## config.mk

```make
export PLATFORM = sky130hd
export DESIGN_NAME = pw_write_poller
export DESIGN_NICKNAME = d
export VERILOG_FILES = /design/src/rtl/pw_poll_pkg.sv /design/src/rtl/pw_status_eval.sv /design/src/rtl/pw_cycle_timer.sv /design/src/rtl/pw_settle_timer.sv /design/src/rtl/pw_write_poller.sv
export SDC_FILE = /design/constraint.sdc
export NUM_CORES = 1
export LEC_CHECK = 0
export BUFFER_PORTS_ARGS = -buffer_cell sky130_fd_sc_hd__buf_4
export CORE_UTILIZATION = 40
export DETAILED_ROUTE_END_ITERATION = 8
export SYNTH_ARGS = -nofsm -noshare
export SYNTH_HDL_FRONTEND = slang
export SYNTH_SLANG_ARGS = --single-unit
```

## constraint.sdc

```tcl
create_clock -name clk_i -period 3.03 [get_ports clk_i]
set_clock_uncertainty 0.1 [all_clocks]
set_input_delay 0.1515 -clock clk_i [delete_from_list [all_inputs] [get_ports clk_i]]
set_output_delay 0.1515 -clock clk_i [all_outputs]
set_load 0.01 [all_outputs]
```

## src/rtl/pw_poll_pkg.sv

```systemverilog
package pw_poll_pkg;
  typedef enum logic [1:0] {
    ST_IDLE,
    ST_REQ,
    ST_WAIT,
    ST_SETTLE
  } poll_state_e;

  typedef enum logic [1:0] {
    PH_POLL,
    PH_CONF_A,
    PH_CONF_B
  } poll_phase_e;

  localparam logic MODE_DATA7  = 1'b0;
  localparam logic MODE_TOGGLE = 1'b1;
endpackage

```

## src/rtl/pw_status_eval.sv

```systemverilog
module pw_status_eval #(
  parameter int DATA_W  = 16,
  parameter int CMP_BIT = 7,
  parameter int TGL_BIT = 6
) (
  input  logic [DATA_W-1:0] word_i,
  input  logic              mode_i,
  input  logic              erase_i,
  input  logic [DATA_W-1:0] exp_i,
  input  logic              prev_tgl_i,
  input  logic              have_prev_i,
  output logic              status_ok_o,
  output logic              word_ok_o
);
  import pw_poll_pkg::*;

  logic              final_bit;
  logic [DATA_W-1:0] target;
  logic              data_hit;
  logic              tgl_hit;

  // erased cells read back as ones
  assign final_bit = erase_i ? 1'b1 : exp_i[CMP_BIT];
  assign target    = erase_i ? {DATA_W{1'b1}} : exp_i;
  assign data_hit  = (word_i[CMP_BIT] == final_bit);
  assign tgl_hit   = have_prev_i && (word_i[TGL_BIT] == prev_tgl_i);

  assign status_ok_o = (mode_i == MODE_TOGGLE) ? tgl_hit : data_hit;
  assign word_ok_o   = (word_i == target);
endmodule

```

## src/rtl/pw_cycle_timer.sv

```systemverilog
module pw_cycle_timer #(
  parameter int TMO_W = 20
) (
  input  logic             clk_i,
  input  logic             rst_ni,
  input  logic             clear_i,
  input  logic             run_i,
  input  logic [TMO_W-1:0] limit_i,
  output logic             expired_o
);
  logic [TMO_W-1:0] cnt_q;

  always_ff @(posedge clk_i or negedge rst_ni) begin
    if (!rst_ni) begin
      cnt_q <= '0;
    end else if (clear_i) begin
      cnt_q <= '0;
    end else if (run_i && (cnt_q != {TMO_W{1'b1}})) begin
      cnt_q <= cnt_q + 1'b1;
    end
  end

  assign expired_o = (cnt_q >= limit_i);
endmodule

```

## src/rtl/pw_settle_timer.sv

```systemverilog
module pw_settle_timer #(
  parameter int SETTLE_CYC = 8
) (
  input  logic clk_i,
  input  logic rst_ni,
  input  logic load_i,
  input  logic run_i,
  output logic last_o
);
  localparam int SW = (SETTLE_CYC > 1) ? $clog2(SETTLE_CYC + 1) : 1;
  localparam logic [SW-1:0] LOAD_VAL = SW'(SETTLE_CYC);

  logic [SW-1:0] cnt_q;

  always_ff @(posedge clk_i or negedge rst_ni) begin
    if (!rst_ni) begin
      cnt_q <= '0;
    end else if (load_i) begin
      cnt_q <= LOAD_VAL;
    end else if (run_i && (cnt_q > 1)) begin
      cnt_q <= cnt_q - 1'b1;
    end
  end

  assign last_o = (cnt_q <= 1);
endmodule

```

## src/rtl/pw_write_poller.sv

```systemverilog
module pw_write_poller #(
  parameter int DATA_W     = 16,
  parameter int ADDR_W     = 22,
  parameter int TMO_W      = 20,
  parameter int SETTLE_CYC = 8,
  parameter int CMP_BIT    = 7,
  parameter int TGL_BIT    = 6
) (
  input  logic              clk_i,
  input  logic              rst_ni,
  input  logic              start_i,
  input  logic              mode_i,
  input  logic              erase_i,
  input  logic [DATA_W-1:0] exp_data_i,
  input  logic [ADDR_W-1:0] addr_i,
  input  logic [TMO_W-1:0]  timeout_i,
  output logic              rd_req_o,
  output logic [ADDR_W-1:0] rd_addr_o,
  input  logic              rd_valid_i,
  input  logic [DATA_W-1:0] rd_data_i,
  output logic              busy_o,
  output logic              done_o,
  output logic              fail_o,
  output logic [DATA_W-1:0] data_o
);
  import pw_poll_pkg::*;

  localparam bit USE_SETTLE = (SETTLE_CYC > 0);

  poll_state_e       state_q, state_d;
  poll_phase_e       phase_q, phase_d;
  logic              mode_q, erase_q;
  logic [DATA_W-1:0] exp_q;
  logic [ADDR_W-1:0] addr_q;
  logic [TMO_W-1:0]  tmo_q;
  logic              prev_tgl_q, have_prev_q;
  logic              done_q, fail_q;
  logic [DATA_W-1:0] data_q;

  logic accept, status_ok, word_ok, expired, settle_last;
  logic go_done, go_fail, settle_load;

  assign accept = (state_q == ST_IDLE) && start_i;

  pw_status_eval #(
    .DATA_W (DATA_W),
    .CMP_BIT(CMP_BIT),
    .TGL_BIT(TGL_BIT)
  ) u_eval (
    .word_i     (rd_data_i),
    .mode_i     (mode_q),
    .erase_i    (erase_q),
    .exp_i      (exp_q),
    .prev_tgl_i (prev_tgl_q),
    .have_prev_i(have_prev_q),
    .status_ok_o(status_ok),
    .word_ok_o  (word_ok)
  );

  pw_cycle_timer #(
    .TMO_W(TMO_W)
  ) u_budget (
    .clk_i    (clk_i),
    .rst_ni   (rst_ni),
    .clear_i  (accept),
    .run_i    (state_q != ST_IDLE),
    .limit_i  (tmo_q),
    .expired_o(expired)
  );

  pw_settle_timer #(
    .SETTLE_CYC(SETTLE_CYC)
  ) u_settle (
    .clk_i (clk_i),
    .rst_ni(rst_ni),
    .load_i(settle_load),
    .run_i (state_q == ST_SETTLE),
    .last_o(settle_last)
  );

  always_comb begin
    state_d     = state_q;
    phase_d     = phase_q;
    go_done     = 1'b0;
    go_fail     = 1'b0;
    settle_load = 1'b0;
    unique case (state_q)
      ST_IDLE: begin
        if (start_i) begin
          state_d = ST_REQ;
          phase_d = PH_POLL;
        end
      end
      ST_REQ: state_d = ST_WAIT;
      ST_WAIT: begin
        if (rd_valid_i) begin
          unique case (phase_q)
            PH_POLL: begin
              if (status_ok) begin
                phase_d     = PH_CONF_A;
                settle_load = USE_SETTLE;
                state_d     = USE_SETTLE ? ST_SETTLE : ST_REQ;
              end else if (expired) begin
                go_fail = 1'b1;
                state_d = ST_IDLE;
              end else begin
                state_d = ST_REQ;
              end
            end
            PH_CONF_A, PH_CONF_B: begin
              if (status_ok && word_ok) begin
                if (phase_q == PH_CONF_B) begin
                  go_done = 1'b1;
                  state_d = ST_IDLE;
                  phase_d = PH_POLL;
                end else begin
                  phase_d = PH_CONF_B;
                  state_d = ST_REQ;
                end
              end else begin
                // race with end of operation: drop candidate
                phase_d = PH_POLL;
                if (expired) begin
                  go_fail = 1'b1;
                  state_d = ST_IDLE;
                end else begin
                  state_d = ST_REQ;
                end
              end
            end
            default: phase_d = PH_POLL;
          endcase
        end
      end
      ST_SETTLE: begin
        if (settle_last) state_d = ST_REQ;
      end
      default: state_d = ST_IDLE;
    endcase
  end

  always_ff @(posedge clk_i or negedge rst_ni) begin
    if (!rst_ni) begin
      state_q     <= ST_IDLE;
      phase_q     <= PH_POLL;
      mode_q      <= MODE_DATA7;
      erase_q     <= 1'b0;
      exp_q       <= '0;
      addr_q      <= '0;
      tmo_q       <= '0;
      prev_tgl_q  <= 1'b0;
      have_prev_q <= 1'b0;
      done_q      <= 1'b0;
      fail_q      <= 1'b0;
      data_q      <= '0;
    end else begin
      state_q <= state_d;
      phase_q <= phase_d;
      done_q  <= go_done;
      fail_q  <= go_fail;
      if (accept) begin
        mode_q      <= mode_i;
        erase_q     <= erase_i;
        exp_q       <= exp_data_i;
        addr_q      <= addr_i;
        tmo_q       <= timeout_i;
        have_prev_q <= 1'b0;
      end else if ((state_q == ST_WAIT) && rd_valid_i) begin
        prev_tgl_q  <= rd_data_i[TGL_BIT];
        have_prev_q <= 1'b1;
      end
      if (go_done) data_q <= rd_data_i;
    end
  end

  assign rd_req_o  = (state_q == ST_REQ);
  assign rd_addr_o = addr_q;
  assign busy_o    = (state_q != ST_IDLE);
  assign done_o    = done_q;
  assign fail_o    = fail_q;
  assign data_o    = data_q;
endmodule

```

==> flow_summary.toml, run 1 <==
[outcome]
status = "completed"

[timing]
period_minus_slack_ps = 2600
holdWs_ps = 31.5
min_period_over_period_pct = 85.8
worst_slew_pin_slew_ps = 752
rsz0062_at_grt = "no"
setup_viol = 0
fin_tns_setup_ps = 0
finalHoldViolations = 0
relSlewSlack_pct = 49.4
fmax_mhz = 384
slew_violations = 0

[global_routing]
gr-usage-all-layers_pct = 20.4
grt_antenna_before_repair = 0
grt_max_degree = 58
grt_pass1_vias = 4825
gr-total-overflow = 0
grt_first_pass_wirelength_um = 23200

[critical_path]
critPathKind = "reg2reg"
end_kind = "flop"
cp_data_required_time_ps = 3180
start_kind = "flop"
crit_fanout = 18
arrival_ps = 2750

[finish]
n_antenna_cell = 0
drive_gt1_share_pct = 21.6
areaGrowthSynthToFinish_pct = 38.8
fin_nets = 890
fill_cells = 1228

[clock_tree]
clock_sinks = 108
clkTransAtPathRegs_ps = 70
clockBufferDepth = 2
htreeDepth = 3
root_buffer = "clkbuf_16"
postCtsSetupRepairBufs = 0
clk_latency_ps = 360
cts_tree = "done"
cts_buffers = 9

[power_and_ir_drop]
power.total_mw = 5.54
p_comb_share_pct = 38.0
power_frac_seq_pct = 41.8
pwr-share-clk_pct = 20.2
leakagePower_nw = 3.87
power.density_nw_per_um2 = 720
vdd_drop_max_mv = 0.360
p_switching_mw = 2.07
p_int_mw = 3.47
swShare_pct = 37.3

[worst_hold_path]
hp-class = "in2reg"

[synth]
synth_edf_count = 0
syn-num-nets = 694
synth_commonest_cells = "164 x nand2_1, 108 x dfrtp_1, 37 x o21ai_0, 31 x inv_1, 30 x ha_1"
synthArstFlopShare_pct = 100
synth_seq_cells = 108
synth_top_area_share_pct = 48.7
syn_area_sq_um = 5550
ys_warn_count = 0
ys_dominant_reg_cell = "dfrtp_1"
ys_seq_area_share_pct = 48.7
synthDistinctLibCells = 47
synthCells = 584
yosysMostFrequentCell = "nand2_1"
syn_avg_cell_area_sq_um = 9.50
ys_top_cells_by_area = "dfrtp_1 49%, nand2_1 11%, ha_1 6.8%"
yosys.area.top_type = "dfrtp_1"

[die]
row_count = 42
fp.coreArea_sq_um = 13400
die_w_um = 120
die_y_um = 120
ios = 122
fp.dieArea_sq_um = 14300
start_util_pct = 41.4

[routing]
route.vias.total = 4800
routed_wl_um = 13700
drc = 0
drt_iter0_drc = 225
firstDrtPassIters = 4
wl_per_cell_um = 14.3
viasPerCell = 5.00
ant_nets = 0

[placed_design]
place_congestion = 0.796
portBuffers = 121
dp.final_hpwl_um = 9170

[flow_run]
maxCapViolations = 0
## area by class of cell
| type | instances | area, sq um | share of cell area (%) |
|---|---|---|---|
| Clock inverter | 6 | 47.5 | 0.618 |
| Multi-Input combinational cell | 424 | 2630 | 34.2 |
| Inverter | 31 | 116 | 1.51 |
| Tap cell | 176 | 220 | 2.86 |
| Timing Repair Buffer | 206 | 1750 | 22.8 |
| Sequential cell | 108 | 2700 | 35.1 |
| Clock buffer | 9 | 225 | 2.93 |
## registers in the layout, indices dropped and copies added, names as in the netlist
signal	cells
u_budget.cnt_q	20
phase_q	2
rd_addr_o	22
data_o	16
erase_q	1
have_prev_q	1
state_q	2
tmo_q	20
mode_q	1
done_o	1
prev_tgl_q	1
u_settle.cnt_q	4
fail_o	1
exp_q	16
## path summary, 6_finish.rpt
kind	startpoint	cells past startpoint	to	slack [ps]
min	start_i	4	u_budget.cnt_q[2]	30
min in group asynchronous	rst_ni	2	tmo_q[6]	290
min reg2reg	rd_addr_o[15]	2	rd_addr_o[15]	380
max	erase_q	6	data_o[11]	430
max in group asynchronous	rst_ni	3	exp_q[2]	1820
max reg2reg	erase_q	6	data_o[11]	430
## layout by cell type (no fill, tap or decap), drive strengths merged, types with 3 or more instances in the layout
cell type	instances
dfrtp	108
o31ai	7
a31oi	8
inv	34
and4	5
nor3	11
mux2i	3
a221oi	3
o21ai	39
o41ai	5
a21o	11
nor4	5
nor2b	3
dlygate4sd3	78
mux2	18
nand4	12
a21oi	9
nor2	26
xor2	13
xnor2	8
o211ai	7
or4	3
and3	3
nand2	164
clkbuf	9
nand3	15
buf	128
ha	30
## critical path: stages (launching register included)
cell and delay, ps:
dfrtp_1 470, buf_4 230, nor4b_1 310, a221oi_1 170
nor4_4 360, nand4_4 400, mux2_4 420
## stage by stage
step | setup slack, ps | std cells | util [%] | area [sq um]
6_report | 429 | 960 | 57.4 | 7700
5_1_grt | 177 | 960 | 57.4 | 7700
4_1_cts | 408 | 960 | 57.4 | 7700
3_5_place_dp | 404 | 867 | 49.6 | 6640
3_3_place_gp | 521 | 867 | 49.6 | 6640
2_1_floorplan | 691 | 584 | - | 5550
## power by group through the flow
stage               registers, mW  clock network [mW]  logic, mW
CTS                          2.31                1.15       2.13
global placement             2.31                   0       1.97
detailed placement           2.33                   0       2.03
global route                 2.38                1.22       2.41
floorplan                    2.30                   0       1.32
finish                       2.31                1.12       2.11
## repair_timing
action                    CTS  global route
hold buffers               78             0
hold endpoints to repair  134             0
resized for setup           0             0
## metal layers
metal / vias to the layer above / global-route usage, % / part of all wire [%]
met5: - / 0 / 0
met1: 2278 / 26.9 / 46
li1: 2395 / - / -
met2: 108 / 33.0 / 47
met4: 0 / 8.91 / 2.3
met3: 19 / 3.56 / 4.5
## kinds of logic after synthesis
family / Yosys count / share of synthesized area [%]
buffers and inverters: 52 / 3.86
adder cells (fa/ha/maj): 30 / 6.77
AND/OR/NAND/NOR: 253 / 20.6
multiplexers: 21 / 4.87
XOR/XNOR: 21 / 3.32
AO/OA/AOI/OAI: 99 / 11.8
flip-flops: 108 / 48.7
No activity file was read; power rests on OpenSTA's default activity.
==> run 2, diff against run 1 <==
--- a/config.mk
+++ b/config.mk
@@ -8,6 +8,7 @@
 export BUFFER_PORTS_ARGS = -buffer_cell sky130_fd_sc_hd__buf_4
 export CORE_UTILIZATION = 40
 export DETAILED_ROUTE_END_ITERATION = 8
+export PLACE_DENSITY_LB_ADDON = 0.3
 export SYNTH_ARGS = -nofsm -noshare
 export SYNTH_HDL_FRONTEND = slang
 export SYNTH_SLANG_ARGS = --single-unit
==> flow_summary.toml, run 2 (synthesis results as in run 1) <==
[clock_tree]
clockBufferDepth = 2
clk_latency_ps = 350
root_buffer = "clkbuf_16"
htreeDepth = 3
clkTransAtPathRegs_ps = 70
cts_resized = 0
cts_tree = "done"
clock_sinks = 108
cts_buffers = 9

[critical_path]
critPathKind = "reg2reg"
cp_data_required_time_ps = 3160
path_cells = "buf_4 -> nor4b_1 -> a221oi_1 -> nor4_4 -> nand4_4 -> mux2_4"
cp.buffers_inverters = 1
max_stage_delay_ps = 470
cp_top_family = "simple AND/OR/NAND/NOR gates"
start_kind = "flop"
crit_fanout = 18
rr_worst_depth = 6
end_kind = "flop"
rrSetupSlack_ps = 400
arrival_ps = 2770
cp_slowest_cell = "dfrtp_1"
reg2reg_to = "data_o[13]"
r2r_start = "erase_q"

[placed_design]
dp.final_hpwl_um = 9220
postPlaceCellArea_sq_um = 6650
place_congestion = 0.824
portBuffers = 121

[outcome]
status = "completed"

[global_routing]
grt_antenna_before_repair = 0
grt_pass1_vias = 4897
grt_first_pass_wirelength_um = 23900
gr-usage-all-layers_pct = 21.1
grt_max_degree = 70
gr-total-overflow = 0

[worst_hold_path]
hp-start = "start_i"
hold_end = "u_budget.cnt_q[2]"
holdPathStages = 4
hp-class = "in2reg"

[timing]
fin_tns_setup_ps = 0
period_minus_slack_ps = 2630
min_period_over_period_pct = 86.9
fmax_mhz = 380
slew_violations = 0
worst_slew_pin_slew_ps = 925
rsz0062_at_grt = "no"
finalHoldViolations = 0
relSlewSlack_pct = 38.3
setup_viol = 0

[power_and_ir_drop]
vdd_drop_max_mv = 0.370
leakagePower_nw = 3.90
power.density_nw_per_um2 = 743

[finish]
fin_nets = 890
drive_gt1_share_pct = 21.8
n_antenna_cell = 0
multiInputGateArea_sq_um = 2630
final_cell_mix = "163 x nand2_1, 127 x buf_4, 108 x dfrtp_1"
areaGrowthSynthToFinish_pct = 39.8
final_cell_area_sq_um = 7750
layout_commonest_cell = "nand2_1"
seqCellArea_sq_um = 2700
fill_cells = 1108
largest_reg_flops = 22

[routing]
wl_per_cell_um = 14.9
drc = 0
viasPerCell = 5.10
routed_wl_um = 14300
route.vias.total = 4905
firstDrtPassIters = 6
drt_iter0_drc = 287
ant_nets = 0

[die]
die_y_um = 120
ios = 122
die_w_um = 120
start_util_pct = 41.4
fp.dieArea_sq_um = 14300
fp.coreArea_sq_um = 13400
row_count = 42

[flow_run]
maxCapViolations = 0
## run 2: power by group
part / switching [mW] / internal (mW) / total (mW) / leakage, nW
registers: 0.403 / 1.93 / 2.33 / 1.39
logic: 1.15 / 0.987 / 2.14 / 2.34
clock network: 0.541 / 0.748 / 1.29 / 0.162
## run 2: area by class of cell
class,instances,area share [%]
sequential,108,34.9
multi-input combinational,424,34.0
timing repair buffer,206,22.6
tap,176,2.84
clock buffer,10,3.08
inverter,31,1.50
clock inverter,6,1.13
## run 2: what timing repair did
item / 4_1_cts / 5_1_grt
hold buffers: 78 / 0
hold endpoints to repair: 144 / 0
setup buffers: 0 / 0
endpoints found under the setup margin: 0 / 0
## run 2: worst reg2reg max path, stage by stage (launching register included)
cell and delay, ps:
dfrtp_1 470, buf_4 240, nor4b_1 310, a221oi_1 170
nor4_4 380, nand4_4 410, mux2_4 450
## run 2: worst max-delay path by stage
stage                        from          to  slack [ps]  cells after the start
after global placement    erase_q  data_o[12]         530                      6
after detailed placement  erase_q  data_o[11]         410                      6
after global routing      erase_q  data_o[13]         250                      7
after CTS                 erase_q   data_o[9]         410                      6
final                     erase_q  data_o[13]         400                      6
after floorplan           erase_q  data_o[10]         690                      8
## run 2: layer usage
layer | wire length, um | vias to the layer above | track usage [%]
li1 | - | 2406 | -
met1 | 6350 | 2313 | 26.7
met2 | 6890 | 148 | 35.1
met3 | 561 | 38 | 3.14
met4 | 481 | 0 | 10.5
met5 | 0 | - | 0
## run 2: stage by stage
stage	total power, mW	hold WS (ps)	setup WS (ps)	instances	utilization, %
6_report	5.76	49.9	397	961	57.9
5_1_grt	6.20	60.3	255	961	57.9
4_1_cts	5.77	32.6	410	961	57.9
3_5_place_dp	4.37	236	414	867	49.6
3_3_place_gp	4.27	211	527	867	49.6
2_1_floorplan	3.62	-244	691	584	-
